`src/rtl/gpio_irq_pkg.sv`:
```
package gpio_irq_pkg;

    localparam int ADDR_W = 12;

    // Register byte offsets
    localparam logic [ADDR_W-1:0] OFS_SENSE = 12'h404;
    localparam logic [ADDR_W-1:0] OFS_BOTH  = 12'h408;
    localparam logic [ADDR_W-1:0] OFS_EVENT = 12'h40C;
    localparam logic [ADDR_W-1:0] OFS_MASK  = 12'h410;
    localparam logic [ADDR_W-1:0] OFS_RAW   = 12'h414;
    localparam logic [ADDR_W-1:0] OFS_MIS   = 12'h418;
    localparam logic [ADDR_W-1:0] OFS_CLR   = 12'h41C;

    // Detection mode of one pin
    typedef enum logic [1:0] {
        DET_EDGE_ONE  = 2'd0,
        DET_EDGE_BOTH = 2'd1,
        DET_LEVEL     = 2'd2
    } det_mode_e;

endpackage

```
`src/rtl/gpio_irq_pin.sv`:
```
module gpio_irq_pin
    import gpio_irq_pkg::*;
(
    input  logic clk,
    input  logic rst_n,
    input  logic pin,
    input  logic sense,
    input  logic both,
    input  logic ev,
    input  logic clr,
    output logic raw
);

    det_mode_e mode;
    logic      pin_d;
    logic      raw_q;
    logic      raw_d;
    logic      kept;

    // Mode selection: sense wins, then dual-edge
    always_comb begin
        if (sense)
            mode = DET_LEVEL;
        else if (both)
            mode = DET_EDGE_BOTH;
        else
            mode = DET_EDGE_ONE;
    end

    // Sticky part of the edge state, after any clear
    assign kept = raw_q & ~clr;

    // Next raw value per mode
    always_comb begin
        unique case (mode)
            DET_LEVEL:     raw_d = (pin == ev);
            DET_EDGE_BOTH: raw_d = kept | (pin ^ pin_d);
            DET_EDGE_ONE:  raw_d = kept | (ev ? (pin & ~pin_d) : (~pin & pin_d));
            default:       raw_d = 1'b0;
        endcase
    end

    // State registers
    always_ff @(posedge clk or negedge rst_n) begin
        if (!rst_n) begin
            pin_d <= 1'b0;
            raw_q <= 1'b0;
        end else begin
            pin_d <= pin;
            raw_q <= raw_d;
        end
    end

    assign raw = raw_q;

endmodule

```
`src/rtl/gpio_irq_regs.sv`:
```
module gpio_irq_regs
    import gpio_irq_pkg::*;
#(
    parameter int N_PINS = 8
) (
    input  logic              clk,
    input  logic              rst_n,
    input  logic [ADDR_W-1:0] addr,
    input  logic [N_PINS-1:0] wdata,
    input  logic              wr_en,
    input  logic              rd_en,
    input  logic [N_PINS-1:0] raw,
    output logic [N_PINS-1:0] sense,
    output logic [N_PINS-1:0] both,
    output logic [N_PINS-1:0] ev,
    output logic [N_PINS-1:0] ie,
    output logic [N_PINS-1:0] clr,
    output logic [N_PINS-1:0] rdata
);

    logic [N_PINS-1:0] rd_mux;

    // Configuration registers
    always_ff @(posedge clk or negedge rst_n) begin
        if (!rst_n) begin
            sense <= '0;
            both  <= '0;
            ev    <= '0;
            ie    <= '0;
        end else if (wr_en) begin
            unique case (addr)
                OFS_SENSE: sense <= wdata;
                OFS_BOTH:  both  <= wdata;
                OFS_EVENT: ev    <= wdata;
                OFS_MASK:  ie    <= wdata;
                default:   ;
            endcase
        end
    end

    // Clear pulse, one cycle wide
    assign clr = (wr_en && addr == OFS_CLR) ? wdata : '0;

    // Read selection
    always_comb begin
        unique case (addr)
            OFS_SENSE: rd_mux = sense;
            OFS_BOTH:  rd_mux = both;
            OFS_EVENT: rd_mux = ev;
            OFS_MASK:  rd_mux = ie;
            OFS_RAW:   rd_mux = raw;
            OFS_MIS:   rd_mux = raw & ie;
            default:   rd_mux = '0;
        endcase
    end

    always_ff @(posedge clk or negedge rst_n) begin
        if (!rst_n)
            rdata <= '0;
        else if (rd_en)
            rdata <= rd_mux;
    end

endmodule

```
`src/rtl/gpio_irq_ctrl.sv`:
```
module gpio_irq_ctrl
    import gpio_irq_pkg::*;
#(
    parameter int N_PINS = 8
) (
    input  logic              clk,
    input  logic              rst_n,
    input  logic [N_PINS-1:0] pin_in,
    input  logic [ADDR_W-1:0] addr,
    input  logic [N_PINS-1:0] wdata,
    input  logic              wr_en,
    input  logic              rd_en,
    output logic [N_PINS-1:0] rdata,
    output logic              irq_out
);

    logic [N_PINS-1:0] sense_q;
    logic [N_PINS-1:0] both_q;
    logic [N_PINS-1:0] ev_q;
    logic [N_PINS-1:0] ie_q;
    logic [N_PINS-1:0] clr_bits;
    logic [N_PINS-1:0] raw_q;

    gpio_irq_regs #(.N_PINS(N_PINS)) u_regs (
        .clk   (clk),
        .rst_n (rst_n),
        .addr  (addr),
        .wdata (wdata),
        .wr_en (wr_en),
        .rd_en (rd_en),
        .raw   (raw_q),
        .sense (sense_q),
        .both  (both_q),
        .ev    (ev_q),
        .ie    (ie_q),
        .clr   (clr_bits),
        .rdata (rdata)
    );

    for (genvar g = 0; g < N_PINS; g++) begin : g_pin
        gpio_irq_pin u_pin (
            .clk   (clk),
            .rst_n (rst_n),
            .pin   (pin_in[g]),
            .sense (sense_q[g]),
            .both  (both_q[g]),
            .ev    (ev_q[g]),
            .clr   (clr_bits[g]),
            .raw   (raw_q[g])
        );
    end

    assign irq_out = |(raw_q & ie_q);

endmodule

```
`config.mk`:
```
export PLATFORM = sky130hd
export DESIGN_NAME = gpio_irq_ctrl
export DESIGN_NICKNAME = d
export VERILOG_FILES = /design/src/rtl/gpio_irq_pkg.sv /design/src/rtl/gpio_irq_pin.sv /design/src/rtl/gpio_irq_regs.sv /design/src/rtl/gpio_irq_ctrl.sv
export SDC_FILE = /design/constraint.sdc
export NUM_CORES = 1
export LEC_CHECK = 0
export BUFFER_PORTS_ARGS = -buffer_cell sky130_fd_sc_hd__buf_2
export CORE_UTILIZATION = 47
export DETAILED_ROUTE_END_ITERATION = 8
export GPL_TIMING_DRIVEN = 1
export HOLD_SLACK_MARGIN = 0.03
export PLACE_DENSITY_LB_ADDON = 0.25
export SYNTH_ARGS = -nofsm -noshare
export SYNTH_HDL_FRONTEND = slang
export SYNTH_SLANG_ARGS = --single-unit
```
`constraint.sdc`:
```
create_clock -name clk -period 1.26 [get_ports clk]
set_input_delay 0.126 -clock clk [delete_from_list [all_inputs] [get_ports clk]]
set_output_delay 0.126 -clock clk [all_outputs]
set_load 0.02 [all_outputs]
```
==> results.py, run 1 <==
metrics = {
    "critical_path": {
        "end_kind": "flip-flop",
        "cp-start-kind": "primary input",
        "ff2ff_setup_slack_ps": -90,
        "cp_common_cell": "buf_6",
        "arrival_ps": 1740,
        "crit_chain": "buf_6, or4b_4, nor3_4, and4_4, buf_6, mux2_4",
        "crit_required_ps": 1460,
        "cpPeakStageDelay_ps": 560,
        "criticalPathCategory": "primary input to flip-flop",
        "crit_fanout": 4,
        "cp_slowest_cell": "or4b_4",
    },
    "pwr": {
        "pwr_density_cell_nw_per_um2": 845,
        "p_leak_nw": 1.97,
        "ir_drop_v": 0.000725,
        "power_mw": 3.40,
    },
    "timing": {
        "period_share_pct": 122,
        "rsz0062_at_grt": "yes",
        "postLayoutSetupSlackWorst_ps": -278,
        "slew_headroom_pct": 72.0,
        "slew_viol_final": 0,
        "setup_viol": 48,
        "hold_violations": 0,
        "period_needed_ps": 1540,
        "tightest_slew_ps": 420,
        "skew_ps": 9.07,
        "fmax_mhz": 650,
    },
    "floorplanning": {
        "core-area_sq_um": 6350,
        "die_h_um": 83.3,
        "ios": 41,
        "dieArea_sq_um": 6940,
        "std_cell_rows": 29,
        "start_util_pct": 48.9,
        "dieWidth_um": 83.3,
    },
    "global_route": {
        "grt_overflow_total": 0,
        "antenna_found_initial": 0,
        "grt_pass1_wl_mm": 12.3,
        "grt_max_degree": 24,
        "first_global_vias": 2501,
        "grt.total_usage_pct": 22.5,
    },
    "synth": {
        "syn_nets": 319,
        "synth_compound_area_share_pct": 13.2,
        "synthCells": 271,
        "yosysUniqueCellTypes": 37,
        "synth-simple-area-share_pct": 11.8,
        "synth_top_family_by_area": "multiplexers",
        "syn-cell-area_sq_um": 3110,
        "synthFlopType": "dfrtp_1",
        "yosysWarnings": 0,
        "async_flop_share_pct": 100,
        "synth_edf_count": 0,
        "avgSynthCellArea_sq_um": 11.5,
        "muxShareOfSynthArea_pct": 17.6,
        "yosysSeqAreaShare_pct": 45.1,
        "synth_adder_area_share_pct": 6.44,
        "synth_xor_xnor_area_share_pct": 2.26,
        "synth-seq-cells": 56,
    },
    "clock_tree": {
        "cts-buffers-inserted": 5,
        "clockBufferDepth": 2,
        "clock_latency_ps": 320,
        "clock_sinks": 56,
        "htreeDepth": 2,
        "clockRootBuffer": "clkbuf_8",
        "cts_tree": "built",
        "path_clk_slew_ps": 100,
    },
    "drt": {
        "drt_pre_antenna_iters": 4,
        "first_iter_violations": 101,
        "final_antenna_net_count": 0,
        "wl_per_cell_um": 16.6,
        "vias": 2394,
        "route.detailed.drc": 0,
        "viasPerCell": 5.47,
        "wl_mm": 7.26,
    },
    "cells_and_area": {
        "n_antenna_cell": 0,
        "drive_gt1_share_pct": 41.0,
        "final_cell_mix": "55 x dfrtp_1, 39 x buf_2, 34 x mux2_2",
        "final_common_cell": "dfrtp_1",
        "area_delta_synth_final_pct": 29.5,
        "nets": 408,
        "final_util_pct": 63.4,
        "fill_cells": 516,
    },
    "status": {
        "status": "finished, violations left",
        "violations": "negative setup slack",
    },
    "placed_design": {
        "hpwl_mm": 5.40,
        "io_buffers": 40,
        "globalplace.congestion": 0.847,
    },
    "worst_hold_path": {
        "hold_path_class": "primary input to flip-flop",
    },
    "flow_run": {
        "cap_violations": 0,
    },
}
-- cell families (layout without fill, tap and decap cells) --
group,count (synthesis),count (layout)
compound gates,57,57
simple gates,57,57
flops,56,56
mux,48,48
buf+inv,29,119
fa+ha+maj,16,16
xor+xnor,8,8
-- metal layers --
metal,track usage [%],share of wire [%],up-vias
li1,-,-,1160
met1,29.4,46,1172
met2,38.4,49,54
met3,4.08,3.7,8
met4,6.27,1.1,0
met5,0,0,-
-- power by group --
part           switching [mW]  total (mW)  leakage, nW  internal, mW
logic                   0.210       0.398         1.20         0.188
clock network           0.582        1.17       0.0552         0.591
registers              0.0137        1.83        0.720          1.81
total                   0.806        3.40         1.97          2.59
-- path summary, 6_finish.rpt --
path | startpoint | endpoint | cells past startpoint
setup / recovery | addr[11] | u_regs.ev[2]$_DFFE_PN0P_ | 6
hold / removal | rd_en | u_regs.rdata[6]$_DFFE_PN0P_ | 2
setup reg to reg | g_pin[6].u_pin.pin_d$_DFF_PN0_ | g_pin[6].u_pin.raw$_DFF_PN0_ | 5
hold reg to reg | u_regs.rdata[0]$_DFFE_PN0P_ | u_regs.rdata[0]$_DFFE_PN0P_ | 2
max in group asynchronous | rst_n | g_pin[3].u_pin.pin_d$_DFF_PN0_ | 3
min in group asynchronous | rst_n | g_pin[7].u_pin.pin_d$_DFF_PN0_ | 2
-- repair_timing --
item / CTS / global route
endpoints found under the hold margin: 22 / 0
hold buffers: 9 / 0
pin swaps: 4 / 0
buffers inserted: 1 / 1
setup endpoints to repair: 48 / 49
gates resized for setup: 18 / 7
-- Yosys cell counts, types with 2 or more instances --
cell type	instances	area, sq um
dfrtp_1	56	1400
mux2_2	42	473
inv_1	21	78.8
ha_1	16	200
nand2_1	16	60.1
nor2b_1	14	87.6
a21oi_1	12	60.1
a211oi_1	8	60.1
a21boi_0	8	60.1
o31a_1	8	70.1
xor2_1	8	70.1
clkbuf_1	7	26.3
nand2b_1	7	43.8
mux2i_1	5	50.1
o21ai_0	5	25.0
a22oi_1	4	30.0
a32oi_1	4	35.0
a32o_1	3	30.0
nand3_1	3	15.0
nand4_1	3	18.8
nand4_2	2	25.0
o221ai_1	2	17.5
o22ai_1	2	12.5
or3_1	2	12.5
-- metrics by stage --
stage / setup TNS, ps / cells / hold slack [ps] / setup slack [ps] / cell area (sq um)
6_report: -9360 / 438 / 63.3 / -278 / 4020
5_1_grt: -11250 / 438 / 79.5 / -305 / 4020
4_1_cts: -8930 / 437 / 67.5 / -258 / 3990
3_5_place_dp: -27510 / 419 / 84.2 / -665 / 3720
3_3_place_gp: -26410 / 419 / 87.3 / -657 / 3720
2_1_floorplan: -18480 / 271 / -170 / -549 / 3150
-- registers in the layout, summed over array words and instances, names as in the netlist --
register / count
g_pin.u_pin.pin_d: 8
g_pin.u_pin.raw: 8
u_regs.both: 8
u_regs.ev: 8
u_regs.ie: 8
u_regs.rdata: 8
u_regs.sense: 8
-- critical path: cells and delay by family --
kind          cells  cell delay, ps
simple gates      3            1100
mux               1             290
buf+inv           2             220
-- area by class of cell --
cell class              instances  area (sq um)  share of cell area, %
clock buffers                   6          72.6                   1.80
clock inverters                 2          35.0                  0.871
inverters                      21          78.8                   1.96
multi-input cells             186          1680                   41.8
flip-flops and latches         56          1400                   34.9
well taps                      77          96.3                   2.39
repair buffers                 90           656                   16.3
Power figures use the tool's default switching activity.
==> inputs of run 2 (changes only) <==
==> constraint.sdc (replaced) <==
create_clock -name clk -period 1.26 [get_ports clk]
set_input_delay 0.063 -clock clk [delete_from_list [all_inputs] [get_ports clk]]
set_output_delay 0.063 -clock clk [all_outputs]
set_load 0.02 [all_outputs]
==> run 2 against run 1 <==
Effect of this change: the run still ends with negative setup slack left; die area stayed put; non-clock buffer count is 5 lower; flip-flop and latch count stayed put; sequential share of layout area barely moved; global-route usage is 0.73 points higher; first-iteration DRC count rose by 24%; clock skew decreased by 2.1 ps; via count shrank 0.29%; total power is 5.2% lower.
==> results.py, run 2 (synthesis gave the netlist of run 1 again) <==
metrics = {
    "status": {
        "status": "finished, violations left",
        "violations": "negative setup slack",
    },
    "timing": {
        "fmax_mhz": 685,
        "whs_ps": 38.7,
        "hold_violations": 0,
        "fin_tns_setup_ps": -5630,
        "period_needed_ps": 1460,
        "skew_ps": 6.99,
        "slew_headroom_pct": 73.4,
        "tightest_slew_ps": 399,
        "period_share_pct": 116,
        "postLayoutSetupSlackWorst_ps": -200,
        "rsz0062_at_grt": "yes",
        "slew_viol_final": 0,
        "setup_viol": 39,
    },
    "pwr": {
        "pwr-share-comb_pct": 13.1,
        "power_mw": 3.22,
        "ir_drop_v": 0.000601,
        "p_clk_share_pct": 30.2,
        "pwr-share-seq_pct": 56.8,
        "pwr_density_cell_nw_per_um2": 801,
        "p_switching_mw": 0.830,
        "switching_share_pct": 25.8,
        "p_int_mw": 2.39,
        "p_leak_nw": 1.94,
    },
    "cells_and_area": {
        "finalNonFillerCells": 432,
        "drive_gt1_share_pct": 44.2,
        "final_util_pct": 63.4,
        "n_antenna_cell": 0,
        "seqCellArea_sq_um": 1400,
        "area_delta_synth_final_pct": 29.5,
        "fill_cells": 518,
        "final_cell_mix": "56 x dfrtp_1, 37 x buf_2, 34 x mux2_2",
        "final_common_cell": "dfrtp_1",
        "fin_area_sq_um": 4020,
        "nets": 403,
        "multi_input_area_sq_um": 1760,
    },
    "floorplanning": {
        "ios": 41,
        "core-area_sq_um": 6350,
        "die_h_um": 83.3,
        "dieWidth_um": 83.3,
        "start_util_pct": 48.9,
        "dieArea_sq_um": 6940,
        "std_cell_rows": 29,
    },
    "global_route": {
        "grt_overflow_total": 0,
        "grt_pass1_wl_mm": 12.7,
        "first_global_vias": 2551,
        "antenna_found_initial": 0,
        "grt_max_degree": 43,
        "grt.total_usage_pct": 23.2,
    },
    "clock_tree": {
        "cts-buffers-inserted": 5,
        "clockRootBuffer": "clkbuf_8",
        "clock_sinks": 56,
        "cts_tree": "built",
        "htreeDepth": 2,
        "path_clk_slew_ps": 100,
        "clock_latency_ps": 310,
        "clockBufferDepth": 2,
    },
    "drt": {
        "final_antenna_net_count": 0,
        "first_iter_violations": 125,
        "wl_per_cell_um": 17.5,
        "drt_pre_antenna_iters": 4,
        "route.detailed.drc": 0,
        "vias": 2387,
        "viasPerCell": 5.53,
        "wl_mm": 7.57,
    },
    "critical_path": {
        "end_kind": "flip-flop",
        "cp-start-kind": "primary input",
        "crit_start": "addr[11]",
        "arrival_ps": 1660,
        "criticalPathCategory": "primary input to flip-flop",
        "cp_slowest_cell": "or4b_4",
        "crit_fanout": 8,
        "crit_required_ps": 1460,
        "r2r_start": "g_pin[1].u_pin.pin_d$_DFF_PN0_",
        "crit_chain": "buf_6, or4b_4, nor3_4, buf_4, nand4b_4, mux2_2",
        "cpPeakStageDelay_ps": 570,
    },
    "worst_hold_path": {
        "hold_start": "wdata[3]",
        "hold_path_class": "primary input to flip-flop",
    },
    "placed_design": {
        "dp_cells": 412,
        "place_ws_ps": -627,
        "hpwl_mm": 5.33,
        "io_buffers": 40,
        "place_area_sq_um": 3650,
        "globalplace.congestion": 0.807,
    },
    "flow_run": {
        "cap_violations": 0,
    },
}
-- run 2: layout make-up --
| cell class | count | share of cell area [%] |
|---|---|---|
| Inverter | 21 | 1.96 |
| Sequential cell | 56 | 34.8 |
| Clock inverter | 1 | 0.124 |
| Clock buffer | 6 | 1.80 |
| Timing Repair Buffer | 85 | 15.1 |
| Tap cell | 77 | 2.39 |
| Multi-Input combinational cell | 186 | 43.8 |
-- run 2: path summary, 6_finish.rpt --
check                                                to  cells after the start  slack, ps
min in group asynchronous    u_regs.both[6]$_DFFE_PN0P_                      2        190
max reg2reg                g_pin[1].u_pin.raw$_DFF_PN0_                      5        -60
max                          u_regs.both[0]$_DFFE_PN0P_                      6       -200
min reg2reg                 u_regs.rdata[0]$_DFFE_PN0P_                      2        540
max in group asynchronous      u_regs.ev[0]$_DFFE_PN0P_                      3        510
min                            u_regs.ev[3]$_DFFE_PN0P_                      2         40
-- run 2: power by group through the flow --
stage / clock, mW / sequential [mW] / combinational (mW)
2_1_floorplan: 0 / 1.86 / 0.151
3_3_place_gp: 0 / 1.86 / 0.345
3_5_place_dp: 0 / 1.86 / 0.360
4_1_cts: 0.991 / 1.83 / 0.393
5_1_grt: 1.05 / 1.83 / 0.467
6_report: 0.972 / 1.83 / 0.421
-- run 2: layer usage --
| metal | share of wire (%) | track usage, % | wire length [um] | vias up |
|---|---|---|---|---|
| met5 | 0 | 0 | 0 | - |
| met4 | 2.0 | 6.90 | 148 | 0 |
| met3 | 3.5 | 3.78 | 263 | 14 |
| met2 | 48 | 38.5 | 3610 | 51 |
| met1 | 47 | 31.4 | 3550 | 1166 |
| li1 | - | - | - | 1156 |
-- run 2: critical path: cells and delay by family --
family,cells,cell delay [ps]
buffers and inverters,2,250
multiplexers,1,350
AND/OR/NAND/NOR,3,1000
-- run 2: what timing repair did --
action,4_1_cts,5_1_grt
setup endpoints to repair,41,48
setup buffers,1,2
hold buffers,10,0
cloned,0,0
endpoints found under the hold margin,23,0
resized for setup,11,34
pin swaps,5,10
==> inputs of run 3 (changes only) <==
- REMOVE_ABC_BUFFERS: not set -> 1
==> run 3 against run 2 <==
Effect of this change: the flow still finishes with violations (negative setup slack); die area unchanged; highest routed layer unchanged; sequential share of layout area shrank 0.14 points; clock power increased by 6%; worst setup slack better by 6.3 ps; flip-flop and latch count unchanged; design area increased by 0.40%; largest cell class unchanged; critical endpoint is now u_regs.both[5]$_DFFE_PN0P_.
==> results.py, run 3 (synthesis gave the netlist of run 1 again) <==
metrics = {
    "critical_path": {
        "crit_fanout": 8,
        "crit_required_ps": 1470,
        "r2r_end": "g_pin[5].u_pin.raw$_DFF_PN0_",
        "crit_buf_inv": 2,
        "cp-start-kind": "primary input",
        "cpPeakStageDelay_ps": 570,
        "arrival_ps": 1670,
        "cp_slowest_cell": "or4b_4",
        "rr_worst_depth": 5,
        "r2r_start": "g_pin[5].u_pin.pin_d$_DFF_PN0_",
        "crit_chain": "buf_6, or4b_4, nor3_4, buf_6, nand4b_4, mux2_4",
        "ff2ff_setup_slack_ps": -30,
        "critical-path-top-delay-family": "simple AND/OR/NAND/NOR gates",
        "criticalPathCategory": "primary input to flip-flop",
        "cp_common_cell": "buf_6",
        "end_kind": "flip-flop",
    },
    "flow_run": {
        "cap_violations": 0,
    },
    "status": {
        "status": "finished, violations left",
        "violations": "negative setup slack",
    },
    "cells_and_area": {
        "fill_cells": 505,
        "n_antenna_cell": 0,
        "area_delta_synth_final_pct": 30.0,
        "drive_gt1_share_pct": 41.9,
        "final_common_cell": "dfrtp_1",
        "final_cell_mix": "56 x dfrtp_1, 39 x buf_2, 32 x mux2_2",
        "nets": 407,
        "seqCellArea_sq_um": 1400,
        "multi_input_area_sq_um": 1730,
        "final_util_pct": 63.6,
    },
    "drt": {
        "final_antenna_net_count": 0,
        "route.detailed.drc": 0,
        "wl_per_cell_um": 17.0,
        "wl_mm": 7.45,
        "viasPerCell": 5.49,
        "first_iter_violations": 149,
        "drt_pre_antenna_iters": 4,
        "vias": 2399,
    },
    "worst_hold_path": {
        "hold_start": "wdata[3]",
        "hold_path_class": "primary input to flip-flop",
        "hold_path_end": "u_regs.ev[3]$_DFFE_PN0P_",
        "hold_depth": 2,
    },
    "clock_tree": {
        "path_clk_slew_ps": 100,
        "clockBufferDepth": 2,
        "cts-buffers-inserted": 5,
        "clock_sinks": 56,
        "cts_tree": "built",
        "clock_latency_ps": 320,
        "clockRootBuffer": "clkbuf_8",
        "htreeDepth": 2,
    },
    "timing": {
        "period_share_pct": 115,
        "skew_ps": 9.39,
        "tightest_slew_ps": 308,
        "fmax_mhz": 688,
        "period_needed_ps": 1450,
        "setup_viol": 44,
        "postLayoutSetupSlackWorst_ps": -194,
        "slew_viol_final": 0,
        "slew_headroom_pct": 79.5,
        "whs_ps": 47.0,
        "hold_violations": 0,
        "rsz0062_at_grt": "yes",
    },
    "floorplanning": {
        "start_util_pct": 48.9,
        "dieWidth_um": 83.3,
        "dieArea_sq_um": 6940,
        "die_h_um": 83.3,
        "ios": 41,
        "std_cell_rows": 29,
        "core-area_sq_um": 6350,
    },
    "pwr": {
        "ir_drop_v": 0.000531,
        "pwr_density_cell_nw_per_um2": 806,
        "pwr-share-comb_pct": 12.3,
        "switching_share_pct": 24.8,
        "p_int_mw": 2.45,
        "p_leak_nw": 1.98,
        "pwr-share-seq_pct": 56.1,
        "p_switching_mw": 0.809,
        "p_clk_share_pct": 31.6,
    },
    "placed_design": {
        "hpwl_mm": 5.16,
        "globalplace.congestion": 0.837,
        "io_buffers": 40,
    },
    "global_route": {
        "grt.total_usage_pct": 22.7,
        "grt_max_degree": 57,
        "antenna_found_initial": 0,
        "grt_overflow_total": 0,
        "grt_pass1_wl_mm": 12.3,
        "first_global_vias": 2459,
    },
}
-- run 3: changes by cell type in the layout (fill, tap and decap cells not counted), sizes merged --
cell      previous run  this run
buf                 75        79
clkbuf               6         7
clkinv               1         0
clkinvlp             0         1
-- run 3: area by class of cell --
cell class                      instances  share of cell area, %
Clock buffer                            7                   2.14
Tap cell                               77                   2.38
Timing Repair Buffer                   89                   15.9
Inverter                               21                   1.95
Clock inverter                          1                  0.186
Multi-Input combinational cell        186                   42.8
Sequential cell                        56                   34.7
-- run 3: what timing repair did --
item | CTS | global route
hold endpoints to repair | 65 | 0
hold buffers | 10 | 0
gates resized for setup | 34 | 12
pin swaps | 14 | 1
endpoints found under the setup margin | 48 | 49
setup buffers | 1 | 3
gates cloned | 0 | 0
-- run 3: per-stage QoR --
step | power, mW | cell area [sq um] | setup WS (ps) | std cells | setup TNS [ps]
after floorplan | 1.98 | 3070 | -627 | 263 | -18790
after global placement | 2.21 | 3640 | -552 | 415 | -23570
after detailed placement | 2.22 | 3640 | -573 | 415 | -25390
after CTS | 3.28 | 3970 | -152 | 434 | -4350
after global routing | 3.40 | 4040 | -238 | 437 | -7860
final | 3.26 | 4040 | -194 | 437 | -5900
-- run 3: per-layer routing --
| metal | vias to the layer above | GRT usage, % | part of all wire [%] |
|---|---|---|---|
| met3 | 9 | 3.68 | 4.5 |
| li1 | 1156 | - | - |
| met1 | 1176 | 29.8 | 46 |
| met4 | 0 | 6.74 | 1.3 |
| met2 | 58 | 38.7 | 49 |
| met5 | - | 0 | 0 |
-- run 3: how the worst max path moves through the flow --
stage | cells past startpoint | startpoint | slack (ps) | endpoint
after floorplan | 4 | addr[9] | -630 | u_regs.ev[0]$_DFFE_PN0P_
after global placement | 6 | addr[9] | -550 | u_regs.ev[4]$_DFFE_PN0P_
after detailed placement | 7 | addr[9] | -570 | u_regs.sense[5]$_DFFE_PN0P_
after CTS | 6 | addr[11] | -150 | u_regs.ev[6]$_DFFE_PN0P_
after global routing | 6 | addr[11] | -240 | u_regs.both[5]$_DFFE_PN0P_
final | 6 | addr[11] | -190 | u_regs.both[5]$_DFFE_PN0P_
-- run 3: power by group through the flow --
stage          sequential [mW]  clock (mW)  combinational [mW]
2_1_floorplan             1.86           0               0.124
4_1_cts                   1.83        1.05               0.395
6_report                  1.83        1.03               0.400
3_3_place_gp              1.86           0               0.346
3_5_place_dp              1.86           0               0.354
5_1_grt                   1.83        1.12               0.446
